`src/rtl/irqd_pkg.sv`:
```
package irqd_pkg;
  typedef enum logic [1:0] {
    SH_NONE   = 2'b00,
    SH_SELF   = 2'b01,
    SH_ALL    = 2'b10,
    SH_OTHERS = 2'b11
  } shorthand_e;
endpackage

```
`src/rtl/irqd_agent_match.sv`:
```
module irqd_agent_match #(
  parameter int ID_W  = 8,
  parameter int LEG_W = 4,
  parameter int IDX_W = 3,
  parameter int IDX   = 0
) (
  input  logic [ID_W-1:0]  dest,
  input  logic             logical,
  input  logic [1:0]       short_code,
  input  logic [IDX_W-1:0] sender,
  input  logic             ext_phys,
  input  logic             is_cluster,
  input  logic [ID_W-1:0]  phys_id,
  input  logic [ID_W-1:0]  log_id,
  output logic             hit
);
  import irqd_pkg::*;
  localparam int NIB = ID_W / 2;

  logic is_self;
  logic phys_hit, flat_hit, clus_hit, dest_hit;
  logic [NIB-1:0] clus_dst, clus_own;

  assign is_self  = (sender == IDX_W'(IDX));
  assign clus_dst = dest[ID_W-1:NIB];
  assign clus_own = log_id[ID_W-1:NIB];

  always_comb begin
    if (ext_phys)
      phys_hit = (dest == phys_id) || (&dest);
    else
      phys_hit = (dest[LEG_W-1:0] == phys_id[LEG_W-1:0]) || (&dest[LEG_W-1:0]);
    flat_hit = |(dest & log_id);
    clus_hit = ((clus_dst == clus_own) || (&clus_dst)) &&
               (|(dest[NIB-1:0] & log_id[NIB-1:0]));
    if (!logical)        dest_hit = phys_hit;
    else if (is_cluster) dest_hit = clus_hit;
    else                 dest_hit = flat_hit;
  end

  always_comb begin
    case (shorthand_e'(short_code))
      SH_SELF:   hit = is_self;
      SH_ALL:    hit = 1'b1;
      SH_OTHERS: hit = !is_self;
      default:   hit = dest_hit;
    endcase
  end
endmodule

```
`src/rtl/irqd_lowpri_pick.sv`:
```
module irqd_lowpri_pick #(
  parameter int N      = 8,
  parameter int PRIO_W = 4
) (
  input  logic [N-1:0]        cand,
  input  logic [N*PRIO_W-1:0] prio,
  output logic [N-1:0]        win
);
  localparam int IDX_W = (N > 1) ? $clog2(N) : 1;

  logic              found;
  logic [PRIO_W-1:0] best;
  logic [IDX_W-1:0]  sel;

  always_comb begin
    found = 1'b0;
    best  = '0;
    sel   = '0;
    for (int i = 0; i < N; i++) begin
      if (cand[i] && (!found || prio[i*PRIO_W +: PRIO_W] < best)) begin
        found = 1'b1;
        best  = prio[i*PRIO_W +: PRIO_W];
        sel   = IDX_W'(i);
      end
    end
    win = found ? (N'(1) << sel) : '0;
  end

  always_comb begin
    a_subset_r9: assert ((win & ~cand) == '0);
    a_single_r9: assert ($onehot0(win));
    a_nonempty_r9: assert ((cand == '0) || (win != '0));
  end
endmodule

```
`src/rtl/irqd_route.sv`:
```
module irqd_route #(
  parameter int N_AGENTS = 8,
  parameter int ID_W     = 8,
  parameter int LEG_W    = 4,
  parameter int PRIO_W   = 4,
  localparam int IDX_W   = (N_AGENTS > 1) ? $clog2(N_AGENTS) : 1
) (
  input  logic                       clk,
  input  logic                       rst_n,
  input  logic                       in_valid,
  output logic                       in_ready,
  input  logic [ID_W-1:0]            in_dest,
  input  logic                       in_logical,
  input  logic [1:0]                 in_short,
  input  logic                       in_lowpri,
  input  logic [IDX_W-1:0]           in_sender,
  input  logic                       ext_phys,
  input  logic [N_AGENTS*ID_W-1:0]   phys_id,
  input  logic [N_AGENTS*ID_W-1:0]   log_id,
  input  logic [N_AGENTS-1:0]        fmt_cluster,
  input  logic [N_AGENTS*PRIO_W-1:0] task_prio,
  output logic                       out_valid,
  input  logic                       out_ready,
  output logic [N_AGENTS-1:0]        out_accept
);
  logic [N_AGENTS-1:0] cand, win, result;
  logic                in_fire, arb_q;

  for (genvar g = 0; g < N_AGENTS; g++) begin : g_agent
    irqd_agent_match #(
      .ID_W(ID_W), .LEG_W(LEG_W), .IDX_W(IDX_W), .IDX(g)
    ) i_match (
      .dest       (in_dest),
      .logical    (in_logical),
      .short_code (in_short),
      .sender     (in_sender),
      .ext_phys   (ext_phys),
      .is_cluster (fmt_cluster[g]),
      .phys_id    (phys_id[g*ID_W +: ID_W]),
      .log_id     (log_id[g*ID_W +: ID_W]),
      .hit        (cand[g])
    );
  end

  irqd_lowpri_pick #(.N(N_AGENTS), .PRIO_W(PRIO_W)) i_pick (
    .cand (cand),
    .prio (task_prio),
    .win  (win)
  );

  assign result   = (in_lowpri && in_logical) ? win : cand;
  assign in_ready = !out_valid || out_ready;
  assign in_fire  = in_valid && in_ready;

  always_ff @(posedge clk) begin
    if (!rst_n) begin
      out_valid  <= 1'b0;
      out_accept <= '0;
      arb_q      <= 1'b0;
    end else if (in_fire) begin
      out_valid  <= 1'b1;
      out_accept <= result;
      arb_q      <= in_lowpri && in_logical;
    end else if (out_ready) begin
      out_valid  <= 1'b0;
    end
  end

  p_fire_r2: assert property (@(posedge clk) disable iff (!rst_n)
    in_fire |=> out_valid);
  p_hold_r2: assert property (@(posedge clk) disable iff (!rst_n)
    (out_valid && !out_ready) |=> (out_valid && $stable(out_accept)));
  p_stall_r2: assert property (@(posedge clk) disable iff (!rst_n)
    (out_valid && !out_ready) |-> !in_ready);
  p_one_winner_r9: assert property (@(posedge clk) disable iff (!rst_n)
    (out_valid && arb_q) |-> $onehot0(out_accept));
  p_self_only_r3: assert property (@(posedge clk) disable iff (!rst_n)
    (in_fire && in_short == 2'b01) |=> ($countones(out_accept) == 1));
  p_all_r3: assert property (@(posedge clk) disable iff (!rst_n)
    (in_fire && in_short == 2'b10 && !(in_lowpri && in_logical)) |=> (&out_accept));
endmodule

```
`config.mk`:
```
export PLATFORM = sky130hd
export DESIGN_NAME = irqd_route
export DESIGN_NICKNAME = d
export VERILOG_FILES = /design/src/rtl/irqd_pkg.sv /design/src/rtl/irqd_agent_match.sv /design/src/rtl/irqd_lowpri_pick.sv /design/src/rtl/irqd_route.sv
export SDC_FILE = /design/constraint.sdc
export NUM_CORES = 1
export LEC_CHECK = 0
export ABC_AREA = 1
export BUFFER_PORTS_ARGS = -buffer_cell sky130_fd_sc_hd__buf_2
export CORE_ASPECT_RATIO = 1.5
export CORE_MARGIN = 5
export CORE_UTILIZATION = 43
export DETAILED_ROUTE_END_ITERATION = 12
export HOLD_SLACK_MARGIN = 0.02
export PLACE_DENSITY_LB_ADDON = 0.05
export SLEW_MARGIN = 30
export SYNTH_ARGS = -nofsm -noshare
export SYNTH_HDL_FRONTEND = slang
export SYNTH_SLANG_ARGS = --single-unit
```
`constraint.sdc`:
```
create_clock -name clk -period 8.7 [get_ports clk]
set_input_delay 0 -clock clk [delete_from_list [all_inputs] [get_ports clk]]
set_output_delay 0 -clock clk [all_outputs]
set_load 0.005 [all_outputs]
```
Word-level counts from Yosys, hierarchy flattened
Cells that the tools add are included.
{"block": "op_classes", "n_lt_le_gt_ge": 7, "eq_ne": 34, "n_shift": 1, "mux": 58, "bitwise_logic": 16, "n_reduce_logical": 86}
{"operator": "$and 8x8->8", "count": 8}
{"operator": "$eq 4x4->1", "count": 16}
{"operator": "$eq 8x8->1", "count": 8}
{"operator": "$reduce_or 8->1", "count": 8}
{"operator": "$mux 1", "count": 35}
{"operator": "$and 4x4->4", "count": 8}
{"operator": "$logic_or 1x1->1", "count": 32}
{"operator": "$reduce_or 4->1", "count": 8}
{"operator": "$lt 4x4->1", "count": 7}
{"operator": "$mux 4", "count": 7}
{"operator": "$pmux 1 s3", "count": 8}
{"operator": "$logic_and 1x1->1", "count": 17}
{"operator": "$logic_not 1->1", "count": 16}
{"operator": "$mux 8", "count": 2}
{"operator": "$eq 3x3->1 const B", "count": 4}
{"operator": "$mux 3", "count": 4}
{"operator": "$reduce_and 4->1", "count": 2}
{"operator": "$reduce_and 8->1", "count": 1}
{"operator": "$shl 1x3->8 const A", "count": 1}
{"operator": "$eq 3x2->1 const B", "count": 2}
{"operator": "$eq 2x2->1 const B", "count": 2}
{"operator": "$mux 2", "count": 2}
{"operator": "$eq 3x1->1 const B", "count": 1}
{"operator": "$logic_not 3->1", "count": 1}
{"operator": "2 further kinds", "count": 2}
{"block": "totals", "reg_bits": 9, "input_bits": 188, "out_inout_bits": 10}

Depth between registers and ports, before layout
Gate-level depths: netlist of run 1.
{"block": "logic_depth", "word_depth": 38, "depth_mapped": 78, "ltp_nobuf": 77}

Cells and area by module
A second synthesis of run 1 with hierarchy kept.
{"block": "unflattened", "cells_unflattened": 819, "area_unflattened_um2": 4369.2}
{"module": "irqd_agent_match (g_agent[1].i_match ...)", "instances": 4, "cells_per_inst": 66, "area_per_inst_um2": 337.8, "seq_area_each_um2": 0.0}
{"module": "irqd_lowpri_pick", "instances": 1, "cells_per_inst": 203, "area_per_inst_um2": 1129.8, "seq_area_each_um2": 0.0}
{"module": "irqd_agent_match (g_agent[5].i_match ...)", "instances": 2, "cells_per_inst": 66, "area_per_inst_um2": 339.1, "seq_area_each_um2": 0.0}
{"module": "irqd_route", "instances": 1, "cells_per_inst": 90, "area_per_inst_um2": 530.5, "seq_area_each_um2": 180.2}
{"module": "irqd_agent_match (g_agent[0].i_match)", "instances": 1, "cells_per_inst": 65, "area_per_inst_um2": 344.1, "seq_area_each_um2": 0.0}
{"module": "irqd_agent_match (g_agent[7].i_match)", "instances": 1, "cells_per_inst": 65, "area_per_inst_um2": 335.3, "seq_area_each_um2": 0.0}

Least setup slack after synthesis of run 1
Ideal clock, no wire load.
{"block": "synth_path", "kind": "input port to flip-flop", "from": "input in_dest[6]", "to": "register out_accept[6]", "t_arrival_ns": 6.760, "setup_slack_ns": 1.823, "path_stages": 60, "cell_sequence": "ha_1 > nor2_1 > nand2_1 > nand3_1 > nand3_1 > nand2_1 > clkinv_1 > a21boi_2 > nand2_1 > ha_1 > a21oi_1 > nand2_1 > nand2_2 > nand2_2 > o21ai_0 > ha_1 > a21oi_1 > nand2_1 > (+24 left out) > nand2_1 > nand2_1 > nand2_2 > nand2_4 > nand2_1 > o21ai_0 > ha_1 > nand2_1 > inv_1 > nand2_1 > nand2_1 > nand2_2 > nand2_4 > nand2_1 > nand2_2 > nor2_1 > nor2_1 > nor2_1"}
{"block": "synth_between", "elab_chain_cells": 38, "elab_cells_between_ends": 143}
{"element": "from (decl)", "line_no": "irqd_route.sv:12", "source": "input logic [ID_W-1:0] in_dest,"}
{"element": "$eq 4x4->1 / $reduce_and 4->1 (equally long branches)", "line_no": "irqd_agent_match.sv:34", "source": "clus_hit = ((clus_dst == clus_own) || (&clus_dst)) &&"}
{"element": "$logic_or 1x1->1", "line_no": "irqd_agent_match.sv:34"}
{"element": "$logic_and 1x1->1", "line_no": "irqd_agent_match.sv:34"}
{"element": "$mux 1", "line_no": "irqd_agent_match.sv:37", "source": "else if (is_cluster) dest_hit = clus_hit;"}
{"element": "$mux 1", "line_no": "irqd_agent_match.sv:36", "source": "if (!logical) dest_hit = phys_hit;"}
{"element": "$pmux 1 s3", "line_no": "irqd_agent_match.sv:42", "source": "case (shorthand_e'(short_code))"}
{"element": "$mux 4 / $mux 1 (equally long branches)", "line_no": "irqd_lowpri_pick.sv:20", "source": "if (cand[i] && (!found || prio[i*PRIO_W +: PRIO_W] < best)) begin"}
{"element": "$lt 4x4->1 / $logic_not 1->1 (equally long branches)", "line_no": "irqd_lowpri_pick.sv:20"}
{"element": "(+22 left out)"}
{"element": "$mux 4 / $mux 1 (equally long branches)", "line_no": "irqd_lowpri_pick.sv:20"}
{"element": "$lt 4x4->1 / $logic_not 1->1 (equally long branches)", "line_no": "irqd_lowpri_pick.sv:20"}
{"element": "$logic_or 1x1->1", "line_no": "irqd_lowpri_pick.sv:20"}
{"element": "$logic_and 1x1->1", "line_no": "irqd_lowpri_pick.sv:20"}
{"element": "$mux 3", "line_no": "irqd_lowpri_pick.sv:20"}
{"element": "$shl 1x3->8", "line_no": "irqd_lowpri_pick.sv:26", "source": "win = found ? (N'(1) << sel) : '0;"}
{"element": "$mux 8", "line_no": "irqd_lowpri_pick.sv:26"}
{"element": "$mux 8 (*)", "line_no": "irqd_route.sv:51", "source": "assign result = (in_lowpri && in_logical) ? win : cand;"}
{"element": "to (signal assigned)", "line_no": "irqd_route.sv:62", "source": "out_accept <= result;"}
{"element": "to (decl)", "line_no": "irqd_route.sv:24", "source": "output logic [N_AGENTS-1:0] out_accept"}
Mark *: on every way between the ends. The rest lies on a longest branch, timed or not.
A chain may end at the register's enable or synchronous reset.

Worst setup path in the final report of run 1
{"block": "layout_path", "from": "input in_dest[5]", "to": "register out_accept[6]"}
Same word-level chain as after synthesis.

==> results of run 1 <==
-- worst max-delay path, delay by kind of cell --
family	cells	cell delay [ns]
adder cells (fa/ha/maj)	8	2.33
buffers and inverters	3	0.39
AND/OR/NAND/NOR	33	2.75
AO/OA/AOI/OAI	13	2.63
-- synth_stat cells (9+ instances only) --
cell type | number | area [sq um]
a21oi_1 | 18 | 90.1
dfxtp_1 | 9 | 180
ha_1 | 53 | 663
inv_1 | 56 | 210
nand2_1 | 175 | 657
nand2_2 | 14 | 87.6
nand3_1 | 34 | 170
nor2_1 | 42 | 158
nor4_1 | 21 | 131
o21ai_0 | 35 | 175
or2_2 | 9 | 56.3
xnor2_1 | 12 | 105
xor2_1 | 46 | 403
-- kinds of logic after synthesis --
family          count (synthesis)
simple gates                  324
buf+inv                        77
compound gates                 72
xor+xnor                       58
fa+ha+maj                      53
flops                           9
-- layout make-up --
type | count | share of cell area [%]
multi-input cells | 507 | 65.3
repair buffers | 201 | 21.5
inverters | 62 | 4.89
flip-flops and latches | 9 | 3.79
well taps | 107 | 2.82
clock buffers | 4 | 1.66
diodes | 2 | 0.105
-- flip-flops by register name (all words and copies together) (netlist names) --
| name | flops |
|---|---|
| out_accept | 8 |
| out_valid | 1 |
-- cells in the final DEF (no fill, tap or decap), types with 3 or more instances in the layout --
cell type	n
ha_1	53
nor4_1	21
nand3_2	3
dfxtp_1	9
nor3_1	7
nand4_1	7
inv_1	56
nor2_1	42
o221ai_1	4
xnor2_1	12
xor2_1	46
inv_2	5
buf_4	4
nand2_1	175
o41ai_1	3
clkbuf_16	3
or2_2	9
o21ai_1	8
o21ai_0	27
nand2_2	14
nand2_4	7
a21oi_1	18
nand3_1	34
buf_2	195
-- routing by layer --
metal	vias to the layer above	GRT usage (%)
li1	2348	-
met1	2022	22.3
met2	145	49.0
met3	28	3.18
met4	0	7.82
met5	-	0
-- per-stage QoR --
stage | cells | hold slack [ns] | area, sq um | utilization (%) | setup slack [ns]
after global routing | 892 | 0.102 | 4750 | 57.2 | 0.0294
after CTS | 890 | 0.0715 | 4740 | 57.0 | 0.326
after global placement | 886 | 0.285 | 4660 | 56.1 | 0.338
after floorplan | 593 | 0.0987 | 3610 | - | 1.82
final | 892 | 0.0683 | 4750 | 57.2 | 0.709
after detailed placement | 886 | 0.290 | 4660 | 56.1 | 0.111
-- worst paths after layout --
check / from / endpoint / slack, ns / cells past startpoint
setup / recovery: in_dest[5] / out_accept[6]$_SDFFE_PN0P_ / 0.71 / 57
hold / removal: out_ready / out_valid$_SDFFE_PN0P_ / 0.07 / 4
setup reg to reg: out_valid$_SDFFE_PN0P_ / out_accept[6]$_SDFFE_PN0P_ / 7.49 / 6
hold reg to reg: out_accept[7]$_SDFFE_PN0P_ / out_accept[7]$_SDFFE_PN0P_ / 0.47 / 2
-- power breakdown --
part	switching [mW]	leakage, nW	internal (mW)
combinational	0.238	2.63	0.156
sequential	0.00176	0.0747	0.0453
clock	0.0208	0.0382	0.0613
-- repair_timing --
item	in CTS	in global routing
buffers inserted	0	0
resized for setup	0	11
setup endpoints to repair	0	8
==> flow_summary.json, run 1 <==
{
  "outcome": "finished, final reports clean",
  "worst_pin_slew_ns": 0.473,
  "max_stage_delay_ns": 0.30,
  "synth_area_sq_um": 3610,
  "synth_seq_cells": 9,
  "maxCapViolations": 0,
  "yosys_most_used_dff": "dfxtp_1",
  "root_buffer": "clkbuf_16",
  "synth_top_family_by_area": "simple AND/OR/NAND/NOR gates",
  "dr_wl_met3_microns": 687,
  "worstHoldPathType": "primary input to flip-flop",
  "p_per_area_nw_per_um2": 110,
  "cts_buffer_depth": 2,
  "finalPower_mw": 0.524,
  "detailroute.via_count": 4543,
  "core_sq_um": 8310,
  "syn_inst": 593,
  "initial_core_util_pct": 43.4,
  "cts_tree": "done",
  "ant_nets": 0,
  "synthAdderAreaFrac_pct": 18.4,
  "io_pins": 198,
  "end_kind": "flip-flop",
  "htreeDepth": 1,
  "num-fill-cells": 916,
  "clkLatencyLatePin_ns": 0.24,
  "period_minus_slack_ns": 7.99,
  "route.met2.wl_microns": 7200,
  "io_buffers": 197,
  "clk_pin_slew_worst_paths_ns": 0.04,
  "max_clock_freq_ghz": 0.125,
  "ys_types": 38,
  "finalNetCount": 1025,
  "synth_nets": 834,
  "grt_overflow_total": 0,
  "path_common_cell": "nand2_1",
  "rsz0062_at_grt": "no",
  "top_layer_used": "met4",
  "die_x_microns": 84.8,
  "cts_buffers": 3,
  "critPathMaxFanout": 10,
  "syn_avg_cell_area_sq_um": 6.08,
  "synth_simple_gate_area_share_pct": 41.7,
  "grtUsageTotal_pct": 23.3,
  "wl_per_cell_microns": 14.1,
  "antenna_found_initial": 2,
  "setup-violations-final": 0,
  "grt_pass1_vias": 4656,
  "finalHoldViolCount": 0,
  "slowest_stage": "ha_1",
  "cp-start-kind": "primary input",
  "firstDrtPassIters": 4,
  "grt_pass1_wl_microns": 19700,
  "yosys_warnings": 0,
  "multi_input_area_sq_um": 3100,
  "synth_edf_count": 0,
  "synthMuxAreaShare_pct": 0,
  "setup_tns_ns": 0,
  "cp.arrival_ns": 8.11,
  "required_ns": 8.82,
  "ir_drop_v": 0.0000830,
  "synth_compound_area_share_pct": 11.7,
  "postCtsHoldBufs": 0,
  "async_flop_share_pct": 0,
  "crit_type": "primary input to flip-flop",
  "wl_microns": 12600,
  "period_share_pct": 91.8,
  "drt_iter0_drc": 106,
  "avgViaCountPerCell": 5.09,
  "drc": 0,
  "fp-row-count": 41,
  "place.gp.congestion": 0.856,
  "slew_viol_final": 0,
  "cts.sinks": 9,
  "syn_to_final_growth_pct": 31.8,
  "p_leak_nw": 2.75,
  "grt_max_degree": 21,
  "finClkSkew_ns": 0.000975,
  "fp.dieArea_sq_um": 10400,
  "fp.dieH_microns": 122,
  "drive_above_1_share_pct": 31.7,
  "dpl.hpwl_microns": 11200,
  "seq_area_frac_synth_pct": 4.99,
  "maxSlewHeadroom_pct": 68.2,
  "met1_length_microns": 4350,
  "synthXorXnorAreaFrac_pct": 14.1,
  "regArea_sq_um": 180
}
Note: power is estimated with default switching activity, not from simulation.
==> run 2: changes to the inputs <==
--- a/config.mk
+++ b/config.mk
@@ -9,10 +9,11 @@
 export BUFFER_PORTS_ARGS = -buffer_cell sky130_fd_sc_hd__buf_2
 export CORE_ASPECT_RATIO = 1.5
 export CORE_MARGIN = 5
-export CORE_UTILIZATION = 43
+export CORE_UTILIZATION = 42
 export DETAILED_ROUTE_END_ITERATION = 12
 export HOLD_SLACK_MARGIN = 0.02
 export PLACE_DENSITY_LB_ADDON = 0.05
+export SETUP_SLACK_MARGIN = 0.02
 export SLEW_MARGIN = 30
 export SYNTH_ARGS = -nofsm -noshare
 export SYNTH_HDL_FRONTEND = slang
==> constraint.sdc (replaced) <==
create_clock -name clk -period 6.9 [get_ports clk]
set_input_delay 0 -clock clk [delete_from_list [all_inputs] [get_ports clk]]
set_output_delay 0 -clock clk [all_outputs]
set_load 0.005 [all_outputs]
==> run 2 against run 1 <==
Against the previous run: combinational power increased by 84%; hold slack improved by 0.0031 ns; global-route usage is 1.2 points higher; final area rose by 23%; utilization grew 12 points; clock skew decreased by 0.00075 ns; clock power grew 28%; die area increased by 2.1%; largest power group unchanged.
==> flow_summary.json, run 2 (same netlist as run 1, synthesis figures left out) <==
{
  "n_antenna_cell": 0,
  "period_share_pct": 98.8,
  "layout_commonest_cell": "buf_2",
  "setup_tns_ns": 0,
  "largest_reg_flops": 8,
  "drt_iter0_drc": 105,
  "p_leak_nw": 3.22,
  "slowest_stage": "ha_1",
  "initial_core_util_pct": 42.9,
  "layout_common_cells": "187 x buf_2, 148 x nand2_1, 79 x buf_4",
  "p_per_area_nw_per_um2": 153,
  "fin_ws_ns": 0.0803,
  "finalHoldViolCount": 0,
  "dpl.hpwl_microns": 11700,
  "worst_pin_slew_ns": 0.513,
  "place.gp.congestion": 0.893,
  "slew_viol_final": 0,
  "p_sw_mw": 0.404,
  "fp.dieH_microns": 124,
  "root_buffer": "clkbuf_16",
  "clkLatencyLatePin_ns": 0.24,
  "max_stage_delay_ns": 0.29,
  "largest_register": "out_accept",
  "cts_buffer_depth": 2,
  "seqPwrFrac_pct": 6.6,
  "grtUsageTotal_pct": 24.5,
  "grt_pass1_vias": 5076,
  "outcome": "finished, final reports clean",
  "period_minus_slack_ns": 6.82,
  "finalPower_mw": 0.892,
  "firstDrtPassIters": 4,
  "preCtsSetupSlack_ns": -0.984,
  "clkPwrFrac_pct": 11.7,
  "postCtsHoldBufs": 0,
  "required_ns": 7.03,
  "io_pins": 198,
  "placed_area_sq_um": 5140,
  "ir_drop_v": 0.000169,
  "die_x_microns": 85.7,
  "antenna_found_initial": 0,
  "clk_pin_slew_worst_paths_ns": 0.04,
  "finalNetCount": 1105,
  "cp.arrival_ns": 6.95,
  "grt_overflow_total": 0,
  "maxSlewHeadroom_pct": 65.5,
  "wl_per_cell_microns": 13.9,
  "placedCellCount": 950,
  "critPathMaxFanout": 7,
  "rsz0062_at_grt": "yes",
  "end_kind": "flip-flop",
  "htreeDepth": 1,
  "drc": 0,
  "grt_max_degree": 15,
  "switching_share_pct": 45.3,
  "fp-row-count": 41,
  "max_clock_freq_ghz": 0.147,
  "cts.sinks": 9,
  "grt_pass1_wl_microns": 21000,
  "wl_microns": 13500,
  "stdcell_count": 970,
  "crit_type": "primary input to flip-flop",
  "core_sq_um": 8410,
  "combPwrFrac_pct": 81.6,
  "internal-power_mw": 0.487,
  "detailroute.via_count": 4889,
  "ant_nets": 0,
  "fp.dieArea_sq_um": 10600,
  "syn_to_final_growth_pct": 61.6,
  "io_buffers": 197,
  "worstHoldPathType": "primary input to flip-flop",
  "setup-violations-final": 0,
  "post-route-cell-area_sq_um": 5830,
  "reg_top3": "out_accept x8, out_valid x1",
  "avgViaCountPerCell": 5.04,
  "cts_buffers": 3,
  "finClkSkew_ns": 0.000221,
  "cp-start-kind": "primary input",
  "maxCapViolations": 0,
  "drive_above_1_share_pct": 46.7,
  "path_common_cell": "nand2_1",
  "cts_tree": "done"
}
run 2: changes by cell type in the layout (fill, tap and decap cells not counted), moves of 10 or more:
cell / before / now
ha_1: 53 / 41
o21ai_2: 0 / 15
nand2_2: 14 / 40
nand2_1: 175 / 148
o21ai_0: 27 / 17
buf_4: 4 / 79
ha_4: 0 / 12
run 2: power groups by stage:
| stage | registers, mW | clock network, mW | logic [mW] |
|---|---|---|---|
| after floorplan | 0.0605 | 0 | 0.345 |
| after global placement | 0.0599 | 0 | 0.569 |
| after detailed placement | 0.0600 | 0 | 0.582 |
| after CTS | 0.0592 | 0.106 | 0.673 |
| after global routing | 0.0596 | 0.109 | 0.818 |
| final | 0.0592 | 0.105 | 0.728 |
run 2: cell type report:
class | count | area (sq um)
Multi-Input combinational cell | 507 | 3480
Sequential cell | 9 | 180
Fill cell | 765 | 2580
Timing Repair Buffer | 281 | 1720
Inverter | 62 | 238
Tap cell | 107 | 134
Clock buffer | 4 | 78.8
run 2: final timing paths:
path / startpoint / end / slack (ns) / cells after the start
worst max-delay path: log_id[6] / out_accept[5]$_SDFFE_PN0P_ / 0.08 / 73
worst min register to register: out_accept[7]$_SDFFE_PN0P_ / out_accept[7]$_SDFFE_PN0P_ / 0.47 / 2
worst min-delay path: rst_n / out_accept[4]$_SDFFE_PN0P_ / 0.07 / 3
worst max register to register: out_valid$_SDFFE_PN0P_ / out_accept[1]$_SDFFE_PN0P_ / 5.70 / 6
run 2: timing repair:
action | 4_1_cts | 5_1_grt
setup endpoints to repair | 8 | 8
cloned | 0 | 0
pin swaps | 11 | 42
setup buffers | 8 | 8
gates resized for setup | 68 | 66
endpoints found under the hold margin | 0 | 0
run 2: metal layers:
layer / track usage [%] / vias up / wire length (microns)
met5: 0 / - / 0
met4: 7.13 / 0 / 337
met3: 3.13 / 26 / 682
met2: 53.1 / 156 / 7950
met1: 22.7 / 2203 / 4540
li1: - / 2504 / -
run 2: through the flow:
| step | hold WS [ns] | util (%) |
|---|---|---|
| after global routing | 0.0805 | 69.3 |
| final | 0.0714 | 69.3 |
| after global placement | 0.285 | 61.1 |
| after detailed placement | 0.293 | 61.1 |
| after CTS | 0.0720 | 65.5 |
| after floorplan | 0.0987 | - |
run 2: critical path, delay by kind of cell:
| kind | cells | cell delay, ns |
|---|---|---|
| AO/OA/AOI/OAI | 8 | 0.83 |
| adder cells (fa/ha/maj) | 8 | 2.08 |
| buffers and inverters | 3 | 0.18 |
| AND/OR/NAND/NOR | 54 | 3.89 |
==> run 3: changes to the inputs <==
--- a/config.mk
+++ b/config.mk
@@ -12,7 +12,7 @@
 export CORE_UTILIZATION = 42
 export DETAILED_ROUTE_END_ITERATION = 12
 export HOLD_SLACK_MARGIN = 0.02
-export PLACE_DENSITY_LB_ADDON = 0.05
+export PLACE_DENSITY = 0.79
 export SETUP_SLACK_MARGIN = 0.02
 export SLEW_MARGIN = 30
 export SYNTH_ARGS = -nofsm -noshare
==> run 3 against run 2 <==
Against the previous run: the flow now finishes with violations (negative setup slack); sequential share of layout area is essentially flat; final cell count grew 0.52%; fmax shrank 4.6%; first-iteration DRC count grew 75%; utilization grew 1.0 points; final area grew 1.5%; clock skew is essentially flat; worst setup slack lost 0.33 ns; power grew 0.97%; global-route usage grew 0.16 points; critical endpoint is now out_accept[6]$_SDFFE_PN0P_; highest routed layer unchanged.
==> flow_summary.json, run 3 (same netlist as run 1, synthesis figures left out) <==
{
  "outcome": "finished with violations",
  "failed_checks": "negative setup slack",
  "reg2reg_slack_ns": 5.71,
  "finalPower_mw": 0.900,
  "layout_common_cells": "189 x buf_2, 149 x nand2_1, 83 x buf_4",
  "grt_pass1_wl_microns": 21300,
  "required_ns": 7.07,
  "dpl.hpwl_microns": 11600,
  "cp-start-kind": "primary input",
  "max_stage_delay_ns": 0.31,
  "io_buffers": 197,
  "clkPwrFrac_pct": 11.2,
  "fin_ws_ns": -0.250,
  "post-route-cell-area_sq_um": 5910,
  "root_buffer": "clkbuf_16",
  "placed_area_sq_um": 5130,
  "min_path_cells": 3,
  "cp-endpoint": "out_accept[6]$_SDFFE_PN0P_",
  "avgViaCountPerCell": 5.17,
  "finalNetCount": 1109,
  "path_delay_family": "simple AND/OR/NAND/NOR gates",
  "wl_microns": 14800,
  "grtUsageTotal_pct": 24.6,
  "rsz0062_at_grt": "yes",
  "wl_per_cell_microns": 15.2,
  "firstDrtPassIters": 4,
  "reg2reg_to": "out_accept[7]$_SDFFE_PN0P_",
  "maxCapViolations": 0,
  "critPathLaunch": "log_id[6]",
  "fp.dieArea_sq_um": 10600,
  "critPathMaxFanout": 7,
  "clkLatencyLatePin_ns": 0.23,
  "clk_pin_slew_worst_paths_ns": 0.04,
  "p_sw_mw": 0.418,
  "cts_buffers": 3,
  "largest_register": "out_accept",
  "antenna_found_initial": 1,
  "switching_share_pct": 46.5,
  "largest_reg_flops": 8,
  "ir_drop_v": 0.000119,
  "path_buf_inv": 4,
  "whs_ns": 0.0778,
  "r2r_cells": 5,
  "ant_nets": 0,
  "end_kind": "flip-flop",
  "setup_tns_ns": -1.74,
  "num-fill-cells": 726,
  "drc": 0,
  "die_x_microns": 85.7,
  "seqPwrFrac_pct": 6.6,
  "max_clock_freq_ghz": 0.140,
  "worst_pin_slew_ns": 0.584,
  "layout_commonest_cell": "buf_2",
  "cts_buffer_depth": 2,
  "detailroute.via_count": 5041,
  "path_common_cell": "nand2_2",
  "internal-power_mw": 0.482,
  "place.gp.congestion": 0.869,
  "crit_type": "primary input to flip-flop",
  "period_minus_slack_ns": 7.15,
  "initial_core_util_pct": 42.9,
  "setup-violations-final": 8,
  "slew_viol_final": 0,
  "cts.sinks": 9,
  "p_per_area_nw_per_um2": 152,
  "finalHoldViolCount": 0,
  "period_share_pct": 104,
  "fp.dieH_microns": 124,
  "grt_max_degree": 15,
  "cp.arrival_ns": 7.32,
  "htreeDepth": 1,
  "p_leak_nw": 3.28,
  "syn_to_final_growth_pct": 64.0,
  "rr_startpoint": "out_valid$_SDFFE_PN0P_",
  "fp-row-count": 41,
  "postCtsHoldBufs": 0,
  "crit_cells": 71,
  "slowest_stage": "ha_1",
  "maxSlewHeadroom_pct": 60.7,
  "grt_pass1_vias": 4962,
  "drt_iter0_drc": 184,
  "io_pins": 198,
  "drive_above_1_share_pct": 45.7,
  "cts_tree": "done",
  "reg_top3": "out_accept x8, out_valid x1",
  "finClkSkew_ns": 0.000488,
  "core_sq_um": 8410,
  "combPwrFrac_pct": 82.2,
  "worstHoldPathType": "primary input to flip-flop",
  "grt_overflow_total": 0
}
## run 3: cell types whose count changed in the layout (fill, tap and decap cells not counted), sizes merged
| cell | previous run | this run |
|---|---|---|
| buf | 279 | 283 |
| clkinv | 0 | 1 |
| diode | 0 | 1 |
| inv | 62 | 61 |
## run 3: worst min path at each step
stage,from,to,slack (ns)
global route,rst_n,out_accept[1]$_SDFFE_PN0P_,0.10
global placement,out_ready,in_ready,0.29
detailed placement,out_ready,in_ready,0.31
floorplan,out_ready,in_ready,0.1
finish,rst_n,out_accept[6]$_SDFFE_PN0P_,0.08
CTS,rst_n,out_accept[0]$_SDFFE_PN0P_,0.08
## run 3: final cells by class
cell class	instances	area [sq um]	area share (%)
repair buffers	285	1750	29.5
inverters	62	240	4.06
well taps	107	134	2.26
clock buffers	4	78.8	1.33
diodes	1	2.50	0.0423
flip-flops and latches	9	180	3.05
multi-input cells	507	3530	59.7
## run 3: timing repair
action,CTS,global route
endpoints found under the setup margin,8,8
buffers inserted,14,6
cloned,0,1
resized for setup,52,77
pin swaps,10,33
## run 3: worst reg2reg max path, delay by kind of cell, from the launching register on
family          cells  cell delay, ns
buf+inv             1            0.28
flops               1            0.30
simple gates        2            0.20
compound gates      2            0.33
## run 3: through the flow
step | util, % | std cells | worst slack (ns)
6_report | 70.3 | 975 | -0.250
4_1_cts | 64.9 | 967 | 0.0267
3_5_place_dp | 61.0 | 949 | -0.838
5_1_grt | 70.3 | 975 | -0.910
2_1_floorplan | - | 593 | 0.0233
3_3_place_gp | 61.0 | 949 | -0.772
## run 3: power by group through the flow
stage / sequential [mW] / clock, mW / combinational [mW]
after floorplan: 0.0605 / 0 / 0.345
after global placement: 0.0600 / 0 / 0.561
after detailed placement: 0.0601 / 0 / 0.571
after CTS: 0.0593 / 0.103 / 0.642
after global routing: 0.0596 / 0.107 / 0.823
final: 0.0593 / 0.101 / 0.740
## run 3: metal layers
layer	routed length, microns	share of wire [%]	track usage [%]	up-vias
met4	814	5.5	10.7	0
met5	0	0	0	-
met1	5060	34	24.2	2237
li1	-	-	-	2514
met2	8050	54	49.2	217
met3	888	6.0	4.40	73
